### config.mk
export PLATFORM = sky130hd
export DESIGN_NAME = cesync_gen
export DESIGN_NICKNAME = d
export VERILOG_FILES = /design/src/rtl/cesync_pkg.sv /design/src/rtl/cesync_ctrl.sv /design/src/rtl/cesync_bank_div.sv /design/src/rtl/cesync_strobe.sv /design/src/rtl/cesync_gen.sv
export SDC_FILE = /design/constraint.sdc
export NUM_CORES = 1
export LEC_CHECK = 0
export ABC_AREA = 0
export ABC_CLOCK_PERIOD_IN_PS = 4400
export BUFFER_PORTS_ARGS = -buffer_cell sky130_fd_sc_hd__buf_2
export CAP_MARGIN = 0
export CORE_ASPECT_RATIO = 1.75
export CORE_MARGIN = 2
export CORE_UTILIZATION = 45
export DETAILED_ROUTE_END_ITERATION = 10
export GPL_TIMING_DRIVEN = 1
export PLACE_DENSITY = 0.63
export SLEW_MARGIN = 25
export SYNTH_ARGS = -nofsm -noshare
export SYNTH_HDL_FRONTEND = slang
export SYNTH_SLANG_ARGS = --single-unit
### constraint.sdc
create_clock -name clk -period 4.4 [get_ports clk]
set_input_delay 0.88 -clock clk [delete_from_list [all_inputs] [get_ports clk]]
set_output_delay 0.88 -clock clk [all_outputs]
set_load 0.05 [all_outputs]
### src/rtl/cesync_pkg.sv
package cesync_pkg;

    localparam int SEL_W = 2;
    localparam int NSEL  = 1 << SEL_W;

    typedef enum logic [1:0] {
        ST_HOLD     = 2'd0,
        ST_RUN_SYNC = 2'd1,
        ST_RUN_FREE = 2'd2
    } mode_e;

    // Smallest common multiple of two positive ratios (elaboration time only).
    function automatic int lcm_of(input int a, input int b);
        int res;
        res = a * b;
        for (int m = b; m >= 1; m--) begin
            if (((a * m) % b) == 0) res = a * m;
        end
        return res;
    endfunction

endpackage

### src/rtl/cesync_ctrl.sv
module cesync_ctrl
    import cesync_pkg::*;
#(
    parameter int CNT_W = 8,
    parameter int DIV0  = 4,
    parameter int DIV1  = 6,
    parameter int DIV2  = 8,
    parameter int DIV3  = 12
) (
    input  logic             clk,
    input  logic             rst,
    input  logic [SEL_W-1:0] sel_a,
    input  logic [SEL_W-1:0] sel_b,
    output logic [CNT_W-1:0] ratio_a,
    output logic [CNT_W-1:0] ratio_b,
    output logic [CNT_W-1:0] ratio_fast,
    output logic [CNT_W-1:0] period_lcm,
    output logic             strobe_en
);

    localparam int DIVS [NSEL] = '{DIV0, DIV1, DIV2, DIV3};

    logic [CNT_W-1:0] div_lut [NSEL];
    logic [CNT_W-1:0] lcm_tab [NSEL][NSEL];

    genvar gi, gj;
    generate
        for (gi = 0; gi < NSEL; gi++) begin : g_row
            assign div_lut[gi] = CNT_W'(DIVS[gi]);
            for (gj = 0; gj < NSEL; gj++) begin : g_col
                assign lcm_tab[gi][gj] = CNT_W'(lcm_of(DIVS[gi], DIVS[gj]));
            end
        end
    endgenerate

    mode_e state, state_nxt;

    // Ratio capture: only while reset is held.
    always_ff @(posedge clk) begin
        if (rst) begin
            ratio_a    <= div_lut[sel_a];
            ratio_b    <= div_lut[sel_b];
            ratio_fast <= (div_lut[sel_a] <= div_lut[sel_b]) ? div_lut[sel_a] : div_lut[sel_b];
            period_lcm <= lcm_tab[sel_a][sel_b];
        end
    end

    // State register.
    always_ff @(posedge clk) begin
        if (rst) state <= ST_HOLD;
        else     state <= state_nxt;
    end

    always_comb begin
        state_nxt = state;
        unique case (state)
            ST_HOLD:     state_nxt = (ratio_a == ratio_b) ? ST_RUN_FREE : ST_RUN_SYNC;
            ST_RUN_SYNC: state_nxt = ST_RUN_SYNC;
            ST_RUN_FREE: state_nxt = ST_RUN_FREE;
            default:     state_nxt = ST_HOLD;
        endcase
    end

    // Outputs of the machine.
    always_comb begin
        strobe_en = 1'b0;
        unique case (state)
            ST_HOLD:     strobe_en = 1'b0;
            ST_RUN_SYNC: strobe_en = 1'b1;
            ST_RUN_FREE: strobe_en = 1'b0;
            default:     strobe_en = 1'b0;
        endcase
    end


    sel_hold_chk: assert property (@(posedge clk) disable iff (rst)
        $stable(ratio_a) && $stable(ratio_b) && $stable(period_lcm));


    free_mode_chk: assert property (@(posedge clk) disable iff (rst)
        (ratio_a == ratio_b) |-> !strobe_en);

endmodule

### src/rtl/cesync_bank_div.sv
module cesync_bank_div #(
    parameter int CNT_W = 8
) (
    input  logic             clk,
    input  logic             rst,
    input  logic [CNT_W-1:0] ratio,
    input  logic             invert,
    output logic             level,
    output logic             clk_out
);

    localparam logic [CNT_W-1:0] ONE = CNT_W'(1);

    logic [CNT_W-1:0] phase;
    logic [CNT_W-1:0] half_len;
    logic             first_half;

    assign half_len   = ratio >> 1;
    assign first_half = (phase < half_len);

    always_ff @(posedge clk) begin
        if (rst) begin
            phase   <= '0;
            level   <= 1'b0;
            clk_out <= 1'b0;
        end else begin
            phase   <= (phase == ratio - ONE) ? '0 : phase + ONE;
            level   <= first_half;
            clk_out <= first_half ^ invert;
        end
    end

    // Checker: length of each high phase of the bank level.
    logic [CNT_W-1:0] high_len;
    always_ff @(posedge clk) begin
        if (rst)        high_len <= '0;
        else if (level) high_len <= high_len + ONE;
        else            high_len <= '0;
    end


    half_high_chk: assert property (@(posedge clk) disable iff (rst)
        $fell(level) |-> (high_len == half_len));

endmodule

### src/rtl/cesync_strobe.sv
module cesync_strobe #(
    parameter int CNT_W = 8
) (
    input  logic             clk,
    input  logic             rst,
    input  logic             enable,
    input  logic [CNT_W-1:0] period_lcm,
    input  logic [CNT_W-1:0] ratio_fast,
    output logic             sync_n
);

    localparam logic [CNT_W-1:0] ONE = CNT_W'(1);

    logic [CNT_W-1:0] tick;
    logic [CNT_W-1:0] lead;
    logic [CNT_W:0]   ahead;
    logic             in_window;

    // Window opens 1.5 fast periods before the shared edge.
    assign lead = ratio_fast + (ratio_fast >> 1);

    always_comb begin
        ahead = {1'b0, tick} + {1'b0, lead};
        if (ahead >= {1'b0, period_lcm}) ahead = ahead - {1'b0, period_lcm};
        in_window = (ahead < {1'b0, ratio_fast});
    end

    always_ff @(posedge clk) begin
        if (rst) begin
            tick   <= '0;
            sync_n <= 1'b1;
        end else begin
            tick   <= (tick == period_lcm - ONE) ? '0 : tick + ONE;
            sync_n <= !(enable && in_window);
        end
    end

    // Checker: length of each low pulse.
    logic [CNT_W-1:0] low_len;
    always_ff @(posedge clk) begin
        if (rst)         low_len <= '0;
        else if (!sync_n) low_len <= low_len + ONE;
        else             low_len <= '0;
    end


    low_len_chk: assert property (@(posedge clk) disable iff (rst)
        $rose(sync_n) |-> (low_len == ratio_fast));

endmodule

### src/rtl/cesync_gen.sv
module cesync_gen
    import cesync_pkg::*;
#(
    parameter int CNT_W = 8,
    parameter int DIV0  = 4,
    parameter int DIV1  = 6,
    parameter int DIV2  = 8,
    parameter int DIV3  = 12
) (
    input  logic             clk,
    input  logic             rst,
    input  logic [SEL_W-1:0] sel_a,
    input  logic [SEL_W-1:0] sel_b,
    input  logic             inv_b,
    output logic             clk_a,
    output logic             clk_b,
    output logic             sync_n
);

    logic [CNT_W-1:0] ratio_a, ratio_b, ratio_fast, period_lcm;
    logic             strobe_en;

    cesync_ctrl #(
        .CNT_W(CNT_W), .DIV0(DIV0), .DIV1(DIV1), .DIV2(DIV2), .DIV3(DIV3)
    ) u_ctrl (
        .clk        (clk),
        .rst        (rst),
        .sel_a      (sel_a),
        .sel_b      (sel_b),
        .ratio_a    (ratio_a),
        .ratio_b    (ratio_b),
        .ratio_fast (ratio_fast),
        .period_lcm (period_lcm),
        .strobe_en  (strobe_en)
    );

    logic [CNT_W-1:0] bank_ratio [2];
    logic             bank_inv   [2];
    logic             bank_lvl   [2];
    logic             bank_out   [2];

    assign bank_ratio[0] = ratio_a;
    assign bank_ratio[1] = ratio_b;
    assign bank_inv[0]   = 1'b0;
    assign bank_inv[1]   = inv_b;

    genvar gb;
    generate
        for (gb = 0; gb < 2; gb++) begin : g_bank
            cesync_bank_div #(.CNT_W(CNT_W)) u_bank (
                .clk     (clk),
                .rst     (rst),
                .ratio   (bank_ratio[gb]),
                .invert  (bank_inv[gb]),
                .level   (bank_lvl[gb]),
                .clk_out (bank_out[gb])
            );
        end
    endgenerate

    assign clk_a = bank_out[0];
    assign clk_b = bank_out[1];

    cesync_strobe #(.CNT_W(CNT_W)) u_strobe (
        .clk        (clk),
        .rst        (rst),
        .enable     (strobe_en),
        .period_lcm (period_lcm),
        .ratio_fast (ratio_fast),
        .sync_n     (sync_n)
    );

    logic fast_lvl;
    assign fast_lvl = (ratio_a <= ratio_b) ? bank_lvl[0] : bank_lvl[1];


    reset_idle_chk: assert property (@(posedge clk)
        rst |=> (!clk_a && !clk_b && sync_n));


    strobe_on_fall_chk: assert property (@(posedge clk) disable iff (rst)
        (sync_n != $past(sync_n)) |-> $fell(fast_lvl));


    coincide_high_chk: assert property (@(posedge clk) disable iff (rst)
        ($rose(bank_lvl[0]) && $rose(bank_lvl[1])) |-> sync_n);


    invert_b_chk: assert property (@(posedge clk) disable iff (rst)
        !$past(rst) |-> (clk_b == (bank_lvl[1] ^ $past(inv_b))));

endmodule

; Yosys cells after proc, flatten, opt, wreduce, memory -nomap -nowiden
; Index checks and enable logic that the tools add are counted.
[classes]
add_sub_neg = 9
magnitude_cmp = 7
eq_ne = 6
muxes = 17
bitwise_logic = 3
reduce_logical = 6
[op_table]
columns = operator, count
row1 = 32-bit binary-select mux with 2-bit select, 1
row2 = 32-bit two-way mux, 2
row3 = 8-bit two-way mux, 7
row4 = 8-bit binary-select mux with 2-bit select, 3
row5 = 8-bit == test, 4
row6 = 8-bit by 1-bit adder with 8-bit output (second input constant), 3
row7 = 8-bit by 1-bit subtractor with 8-bit output (second input constant), 3
row8 = 8-bit by 7-bit less-than comparator with 1-bit output, 2
row9 = 8-bit by 8-bit adder with 9-bit output, 1
row10 = 9-bit by 8-bit greater-or-equal comparator with 1-bit output, 1
row11 = 9-bit by 8-bit less-than comparator with 1-bit output, 1
row12 = 9-bit two-way mux, 1
row13 = 9-bit by 8-bit subtractor with 9-bit output, 1
row14 = 8-bit by 7-bit adder with 8-bit output, 1
row15 = 8-bit <= comparator, 1
row16 = 3-bit greater-or-equal comparator (second input constant), 2
row17 = 2-bit NOT with 3-bit output, 2
row18 = 2-bit one-hot mux with 3 select lines, 1
row19 = 2-bit OR reduction, 3
row20 = 2-bit by 1-bit == test with 1-bit output (second input constant), 1
row21 = 2-bit == test (second input constant), 1
row22 = 2-bit logical NOT, 1
row23 = 2-bit two-way mux, 1
row24 = 1-bit logical AND, 1
row25 = 3 further kinds, 3
[word_totals]
reg_bits = 61
in_bits = 7
output_inout_bits = 3

; Depth between registers and ports, before layout
; Gate-level depths: netlist of the first run.
[logic_depth]
word_depth = 7
mapped_depth = 19
depth_no_buf = 19

; Hierarchy
; Synthesis of the first run repeated with hierarchy kept, for this count alone.
[unflattened]
hier_cells = 471
area_unflattened_um2 = 4286.6
[by_module_without_submodules]
columns = module, instances, cells_each, area_per_inst_um2, seq_area_each_um2
row1 = cesync_strobe, 1, 232, 1893.1, 180.2
row2 = cesync_bank_div, 2, 85, 790.8, 200.2
row3 = cesync_ctrl, 1, 68, 808.3, 430.4
row4 = cesync_gen, 1, 1, 3.8, 0.0

; Worst setup path before layout of the first run
; Ideal clock, no wire load.
[synth_path]
path_type = register to register
start = register u_ctrl.ratio_fast[2]
end = register u_strobe.sync_n
arrival_time_ns = 4.232
t_required_ns = 4.267
path_slack_ns = 0.035
stages_incl_launch_ff = 19
path_buffers = 0
path_cell_list = edfxtp_1 > ha_1 > fa_1 > xor2_1 > ha_1 > a21oi_1 > nand2_1 > xnor2_1 > inv_1 > ha_1 > o2bb2ai_1 > and3_2 > o211ai_1 > nor2_1 > a21oi_1 > ha_1 > or4b_2 > a2111oi_0 > nand4_1
[synth_between]
elab_chain_cells = 7
elab_cells_between_ends = 8
classes_between = 3 x add/sub / 2 x order compare / 1 x mux / 2 x reduce/logical
[synth_rtl]
columns = item, line
row1 = from (decl), cesync_ctrl.sv:16  ; output logic [CNT_W-1:0] ratio_fast,
row2 = from (signal assigned), cesync_ctrl.sv:43  ; ratio_fast <= (div_lut[sel_a] <= div_lut[sel_b]) ? div_lut[sel_a] : div_lut[sel_b];
row3 = 8-bit by 7-bit adder with 8-bit output, cesync_strobe.sv:20  ; assign lead = ratio_fast + (ratio_fast >> 1);
row4 = 8-bit by 8-bit adder with 9-bit output, cesync_strobe.sv:23  ; ahead = {1'b0, tick} + {1'b0, lead};
row5 = 9-bit by 8-bit subtractor with 9-bit output or 9-bit by 8-bit greater-or-equal comparator with 1-bit output (tied branches), cesync_strobe.sv:24  ; if (ahead >= {1'b0, period_lcm}) ahead = ahead - {1'b0, period_lcm};
row6 = 9-bit two-way mux, cesync_strobe.sv:24
row7 = 9-bit by 8-bit less-than comparator with 1-bit output *, cesync_strobe.sv:25  ; in_window = (ahead < {1'b0, ratio_fast});
row8 = 1-bit logical AND *, cesync_strobe.sv:34  ; sync_n <= !(enable && in_window);
row9 = 1-bit logical NOT *, cesync_strobe.sv:34
row10 = to (signal assigned), cesync_strobe.sv:34
row11 = to (decl), cesync_strobe.sv:9  ; output logic sync_n
; Mark *: on every way between the ends. The rest lies on a longest branch, timed or not.
; A chain may end at the register's enable or synchronous reset.

; Worst setup path after layout of the first run
[layout_path]
start = register u_ctrl.ratio_fast[1]
end = register u_strobe.sync_n
; Same word-level chain as after synthesis.

==> impl_metrics.json, run 1 <==
{
  "layout_commonest_cell": "nor2_1",
  "mappedNetlistNets": 346,
  "clock_skew_ps": 3.95,
  "worstRegToRegCells": 17,
  "path_max_fanout": 5,
  "synth-warning-count": 0,
  "worstPathRequired_ps": 4560,
  "detail_route.wirelength_um": 5930,
  "irDropWorstVdd_v": 0.000240,
  "clock-sinks": 42,
  "filler_cell_count": 633,
  "maxClockFrequency_ghz": 0.239,
  "critPathLaunchType": "flop",
  "slew_violations": 0,
  "critical_path.slowest_cell": "fa_2",
  "synth.largest_area_cell": "dfxtp_1",
  "ys_top_cells_by_area": "dfxtp_1 (21%), edfxtp_1 (14%), ha_1 (13%), xor2_1 (7.2%), nor2_1 (5.4%)",
  "grt_start_max_net_pins": 25,
  "vias_per_cell": 5.43,
  "layer_with_the_highest_usage_after_global_routing": "met2",
  "num-nets-final": 369,
  "dr.first_iter.drc_count": 88,
  "gp_routability_congestion": 0.954,
  "clk_latency_ps": 280,
  "dominantRegCellSynth": "dfxtp_1",
  "cpPeakStageDelay_ps": 540,
  "syn-mean-instance-area_um2": 9.14,
  "power_leakage_nw": 1.37,
  "root_buffer": "clkbuf_8",
  "area.sequential_um2": 971,
  "global_route.usage.total_pct": 19.0,
  "power.density_cell_area_nw_per_um2": 358,
  "timing.max_slew.rel_slack_pct": 65.9,
  "synth_compound_gate_area_share_pct": 12.6,
  "post-route-drc-count": 0,
  "dp_hpwl_um": 4760,
  "placeableCoreArea_um2": 6090,
  "pre_cts_setup_slack_ps": -37.0,
  "io_pins": 10,
  "critical_path.reg2reg.startpoint": "u_ctrl.ratio_fast[1]",
  "placed_area_um2": 3000,
  "synth_top_cell_area_share_pct": 20.8,
  "post_synthesis_async_set_or_reset_flop_share_pct": 0,
  "cts_made_buffers": 5,
  "placement_rows": 38,
  "combined_area_of_the_multi_input_logic_cells_um2": 1780,
  "initial_antenna_violation_count": 0,
  "via_count_of_the_first_global_routing_pass": 2351,
  "period_share_pct": 95.1,
  "fin_area_um2": 3150,
  "via_count": 2228,
  "result_of_the_run": "complete, no violations",
  "global_routing_met1_resource_utilization_pct": 16.5,
  "floorplan.die.height_um": 108,
  "final.min_clock_period_ps": 4180,
  "floorplan.die.width_um": 63.6,
  "worst_hold_path_type": "reg2reg",
  "ys_seq_elements": 42,
  "dp_cell_count": 401,
  "timing.setup.critical_path_class": "reg2reg",
  "timing_worst_slew_pin_value_ps": 512,
  "post_synth_mux_area_share_pct": 1.48,
  "post_synth_xor_area_fraction_pct": 11.9,
  "antenna_violating_nets_post_route": 0,
  "drt_pass1_iterations": 4,
  "final_cell_mix": "nor2_1 (40), dfxtp_1 (29), inv_1 (28), ha_1 (28), xor2_1 (21)",
  "initial_utilization_pct": 46.0,
  "cp-startpoint": "u_ctrl.ratio_fast[1]",
  "endpoint_kind": "flop",
  "worst_ep_arrival_time_ps": 4350,
  "synth_edf_count": 13,
  "synth_sequential_area_ratio_pct": 34.7,
  "design.die.area_um2": 6890,
  "grt_use_met2_pct": 39.0,
  "setup_ws_ps": 216,
  "grt.met3_usage_pct": 2.81,
  "worst_setup_hold_path_clk_slew_ps": 80,
  "grt-ovfl-total": 0,
  "post_synth_and_or_nand_nor_area_fraction_pct": 19.6,
  "port_buf_inserts": 9,
  "netlist_instances": 306,
  "htreeDepth": 2,
  "reg_to_reg_slack_setup_ps": 220,
  "antenna_cells": 0,
  "post_synth_fa_ha_maj_area_fraction_pct": 15.6,
  "timing.rr.end": "u_strobe.sync_n",
  "hold_violations": 0,
  "tritoncts": "built",
  "critical_path.endpoint": "u_strobe.sync_n",
  "rsz_0062_raised_after_global_routing": "no",
  "max-cap-violations": 0,
  "cts.path.max_buffers": 2,
  "grt_first_pass_wirelength_um": 10300,
  "wl_per_cell_um": 14.5,
  "worstPathCellList": "ha_1 -> fa_2 -> ha_2 -> nand3b_1 -> nand2_1 -> xnor2_2 -> inv_1 -> ha_4 -> nand4_1 -> and3_2 -> o211ai_1 -> buf_4 -> a21oi_1 -> ha_1 -> or4b_4 -> a2111oi_4 -> nand4_1",
  "total_power_w": 0.00113,
  "fraction_of_layout_instances_using_a_drive_strength_above_1_pct": 13.3,
  "syn2layout_area_growth_pct": 12.7,
  "synth_top_family_by_area": "simple AND/OR/NAND/NOR gates",
  "hp-start": "g_bank[0].u_bank.phase[0]",
  "synthDistinctLibCells": 54,
  "mappedNetlistArea_um2": 2800,
  "setup_viol_count_final": 0,
  "final_cell_count_no_fill": 410
}
[layout make-up]
cell class / instances / share of cell area [%]
clock buffer: 8 / 2.54
inverter: 28 / 3.33
multi-input combinational: 233 / 56.4
sequential: 42 / 30.8
tap: 80 / 3.17
timing repair buffer: 19 / 3.81
[routing by layer]
layer	routed length, µm	vias up
met5	0	-
met4	343	0
met3	108	25
met2	3370	36
met1	2120	1053
li1	-	1114
[registers in the layout, summed over array words and instances, names as in the netlist]
name,count
u_ctrl.state,2
u_ctrl.ratio_a,3
u_strobe.tick,8
u_ctrl.ratio_fast,3
g_bank.u_bank.phase,16
u_ctrl.ratio_b,3
u_ctrl.period_lcm,4
u_strobe.sync_n,1
g_bank.u_bank.clk_out,2
[worst min-delay path by stage]
stage,cells after the start,slack [ps],endpoint
final,1,480,g_bank[0].u_bank.phase[0]
after CTS,1,490,g_bank[0].u_bank.phase[0]
after floorplan,1,420,u_ctrl.state[0]
after global routing,1,530,g_bank[0].u_bank.phase[0]
after detailed placement,1,470,g_bank[0].u_bank.phase[0]
after global placement,1,460,g_bank[0].u_bank.phase[0]
[report_power, final]
group / switching (W) / internal (W) / leakage, nW / total (W)
registers: 0.0000269 / 0.000425 / 0.364 / 0.000452
clock network: 0.000123 / 0.000113 / 0.0395 / 0.000235
logic: 0.000233 / 0.000209 / 0.963 / 0.000441
[per-stage QoR]
step                hold slack, ps  setup TNS [ps]  utilization [%]
finish                         483               0             51.8
global route                   529               0             51.8
CTS                            487               0             50.8
detailed placement             469           -37.0             49.3
global placement               459               0             49.3
floorplan                      417               0                -
[logic make-up (layout without fill, tap and decap cells)]
group,Yosys count,after routing
buf+inv,31,55
compound gates,47,47
flops,42,42
fa+ha+maj,33,33
simple gates,111,111
mux,4,4
xor+xnor,38,38
[worst max-delay path: cells and delay by family, from the launching register on]
family          cells  cell delay, ps
buf+inv             2             250
fa+ha+maj           5            1560
simple gates        6            1200
compound gates      3             490
xor+xnor            1             150
flops               1             410
[Yosys cell counts (3+ instances only)]
library cell / n
ha_1: 30
inv_1: 28
nor2b_1: 3
nand2_1: 13
o211ai_1: 4
a21o_1: 3
edfxtp_1: 13
xnor2_1: 15
nor2_1: 40
mux2i_1: 3
nand2b_1: 4
fa_1: 3
dfxtp_1: 29
nand3_1: 18
a21oi_1: 10
nor3_1: 8
or3_1: 4
and3_1: 6
o21ai_0: 8
xor2_1: 23
[timing repair]
action                                  4_1_cts  5_1_grt
resized for setup                             3        9
endpoints found under the hold margin         0        0
endpoints found under the setup margin        1        1
setup buffers                                 0        1
hold buffers                                  0        0
pin swaps                                     1        1
(Power assumes the default switching activity.)
==> run 2: changes to the inputs <==
--- a/config.mk
+++ b/config.mk
@@ -5,7 +5,7 @@
 export SDC_FILE = /design/constraint.sdc
 export NUM_CORES = 1
 export LEC_CHECK = 0
-export ABC_AREA = 0
+export ABC_AREA = 1
 export ABC_CLOCK_PERIOD_IN_PS = 4400
 export BUFFER_PORTS_ARGS = -buffer_cell sky130_fd_sc_hd__buf_2
 export CAP_MARGIN = 0
==> run 2 against run 1 <==
Sequential power is 1% higher. Die area grew 3.8%. Final area fell by 0.79%. Clock-buffer cell count shrank 1. Area after synthesis is 4.0% higher. Critical path type unchanged. Largest cell class unchanged. Highest routed layer unchanged.
==> impl_metrics.json, run 2 <==
{
  "cts.path.max_buffers": 2,
  "worst_hold_path_type": "reg2reg",
  "synth.most_common_cell": "nand2_1",
  "worst_setup_hold_path_clk_slew_ps": 80,
  "gp_routability_congestion": 0.905,
  "period_share_pct": 88.5,
  "worst_ep_arrival_time_ps": 4100,
  "vias_per_cell": 5.01,
  "endpoint_kind": "flop",
  "drt_pass1_iterations": 4,
  "port_buf_inserts": 9,
  "wl_per_cell_um": 12.2,
  "biggestRegsByFlops": "g_bank.u_bank.phase: 16 flops, u_strobe.tick: 8 flops, u_ctrl.period_lcm: 4 flops",
  "path_max_fanout": 6,
  "htreeDepth": 2,
  "clk_latency_ps": 300,
  "initial_utilization_pct": 46.7,
  "syn2layout_area_growth_pct": 7.57,
  "cts_made_buffers": 5,
  "grt_first_pass_wirelength_um": 9870,
  "ys_top_cells_by_area": "dfxtp_1 (20%), edfxtp_1 (13%), ha_1 (13%), nand2_1 (8.6%), inv_1 (8.5%)",
  "synth_top_cell_area_share_pct": 20.0,
  "worstRegToRegCells": 21,
  "post_synthesis_async_set_or_reset_flop_share_pct": 0,
  "timing.max_slew.rel_slack_pct": 63.0,
  "via_count_of_the_first_global_routing_pass": 2377,
  "timing.rr.end": "u_strobe.sync_n",
  "cp_top_family": "adder cells",
  "global_route.usage.total_pct": 17.9,
  "root_buffer": "clkbuf_8",
  "detail_route.wirelength_um": 5750,
  "worstSetupPathDepth": 21,
  "tritoncts": "built",
  "final.min_clock_period_ps": 3890,
  "antenna_violating_nets_post_route": 0,
  "path_buf_inv": 0,
  "power_leakage_nw": 1.49,
  "io_pins": 10,
  "fraction_of_layout_instances_using_a_drive_strength_above_1_pct": 8.42,
  "power.density_cell_area_nw_per_um2": 367,
  "max-cap-violations": 0,
  "dominantRegCellSynth": "dfxtp_1",
  "via_count": 2366,
  "postCtsSetupRepairBufs": 0,
  "netlist_instances": 377,
  "rsz_0062_raised_after_global_routing": "no",
  "regMostFlops": "g_bank.u_bank.phase",
  "grt-ovfl-total": 0,
  "synth_edf_count": 13,
  "fin_setup_tns_ps": 0,
  "dr.first_iter.drc_count": 74,
  "critPathMostFrequentCell": "ha_1",
  "reg_to_reg_slack_setup_ps": 510,
  "filler_cell_count": 617,
  "maxClockFrequency_ghz": 0.257,
  "syn-mean-instance-area_um2": 7.72,
  "cpPeakStageDelay_ps": 470,
  "synthTopCellsByCount": "nand2_1 (67), inv_1 (66), nor2_1 (36)",
  "initial_antenna_violation_count": 0,
  "synth-warning-count": 0,
  "synthDistinctLibCells": 35,
  "ys_seq_elements": 42,
  "layout_commonest_cell": "nand2_1",
  "cp-startpoint": "u_ctrl.ratio_fast[2]",
  "mappedNetlistNets": 417,
  "critPathLaunchType": "flop",
  "num-nets-final": 432,
  "placeableCoreArea_um2": 6230,
  "worstPathCellList": "ha_1 -> fa_1 -> xor2_1 -> ha_1 -> nand2_1 -> nand3_1 -> xor2_1 -> ha_1 -> a21oi_1 -> nand2_1 -> nor2_1 -> nand3_2 -> nor2_4 -> nand2_4 -> nor2_1 -> a21oi_1 -> ha_1 -> nor3_1 -> nand3_1 -> a21oi_1 -> nand2_1",
  "dp_hpwl_um": 4840,
  "grt_start_max_net_pins": 19,
  "worstPathRequired_ps": 4600,
  "slew_violations": 0,
  "hold_violations": 0,
  "total_power_w": 0.00115,
  "post-route-drc-count": 0,
  "final_cell_mix": "nand2_1 (67), inv_1 (66), nor2_1 (36)",
  "result_of_the_run": "complete, no violations",
  "floorplan.die.width_um": 64.8,
  "synth.largest_area_cell": "dfxtp_1",
  "antenna_cells": 0,
  "timing.setup.critical_path_class": "reg2reg",
  "clock-sinks": 42,
  "post_cts.resized_instances": 0,
  "placement_rows": 38,
  "critical_path.reg2reg.startpoint": "u_ctrl.ratio_fast[2]",
  "setup_viol_count_final": 0,
  "mappedNetlistArea_um2": 2910,
  "floorplan.die.height_um": 110,
  "timing_worst_slew_pin_value_ps": 551,
  "critical_path.endpoint": "u_strobe.sync_n",
  "design.die.area_um2": 7150,
  "hold_buffers": 0,
  "largest_register_ffs": 16,
  "critical_path.slowest_cell": "edfxtp_1",
  "clock_skew_ps": 9.78,
  "synth_sequential_area_ratio_pct": 33.4,
  "irDropWorstVdd_v": 0.000270
}
==> run 2: changes by cell type in the layout (fill, tap and decap cells not counted), sizes merged, moves of 6 or more <==
cell / before / now
buf: 19 / 9
xnor2: 15 / 7
inv: 28 / 66
o21ai: 8 / 18
and3: 7 / 1
nand2: 13 / 76
nand3: 18 / 26
a21oi: 10 / 16
xor2: 23 / 14
nor3: 8 / 16
==> run 2: routing by layer <==
metal | vias up | global-route usage [%] | share of wire [%]
met5 | - | 0 | 0
li1 | 1252 | - | -
met1 | 1074 | 15.9 | 37
met4 | 0 | 10.0 | 4.0
met2 | 22 | 36.5 | 58
met3 | 18 | 3.15 | 1.7
==> run 2: worst min path at each step <==
stage,startpoint,slack [ps],end,depth (start not counted)
after detailed placement,u_ctrl.state[0],420,u_ctrl.state[1],1
after global routing,u_ctrl.state[0],450,u_ctrl.state[1],1
after floorplan,u_ctrl.state[0],400,u_ctrl.state[1],1
final,u_ctrl.state[0],440,u_ctrl.state[1],1
after CTS,u_ctrl.state[0],440,u_ctrl.state[1],1
after global placement,u_ctrl.state[0],420,u_ctrl.state[1],1
==> run 2: cells by family after synthesis <==
| logic type | Yosys count | share of synthesized area, % |
|---|---|---|
| DFF | 42 | 33.4 |
| and+or+nand+nor | 170 | 27.7 |
| buffers and inverters | 67 | 8.90 |
| xor gates and xnor gates | 21 | 6.32 |
| adders and majority gates | 33 | 15.0 |
| AOI/OAI and AO/OA | 44 | 8.73 |
==> run 2: layout make-up <==
| type | instances | area, µm² | area share [%] |
|---|---|---|---|
| Timing Repair Buffer | 9 | 45.0 | 1.44 |
| Tap cell | 80 | 100 | 3.20 |
| Sequential cell | 42 | 971 | 31.0 |
| Inverter | 66 | 248 | 7.92 |
| Clock buffer | 7 | 86.3 | 2.76 |
| Multi-Input combinational cell | 268 | 1680 | 53.7 |
==> run 2: report_power, final <==
| part | switching, W | total, W | internal [W] | leakage, nW |
|---|---|---|---|---|
| registers | 0.0000285 | 0.000457 | 0.000428 | 0.364 |
| logic | 0.000261 | 0.000439 | 0.000178 | 1.08 |
| clock network | 0.000129 | 0.000253 | 0.000125 | 0.0443 |
| total | 0.000418 | 0.00115 | 0.000731 | 1.49 |
==> run 2: metrics by stage <==
| step | cell area, µm² | setup slack (ps) | std cells | hold slack [ps] | util [%] |
|---|---|---|---|---|---|
| detailed placement | 3040 | 482 | 465 | 422 | 48.9 |
| global route | 3130 | 20.7 | 472 | 451 | 50.2 |
| global placement | 3040 | 657 | 465 | 422 | 48.9 |
| CTS | 3130 | 469 | 472 | 440 | 50.2 |
| finish | 3130 | 508 | 472 | 440 | 50.2 |
| floorplan | 2910 | 787 | 377 | 398 | - |
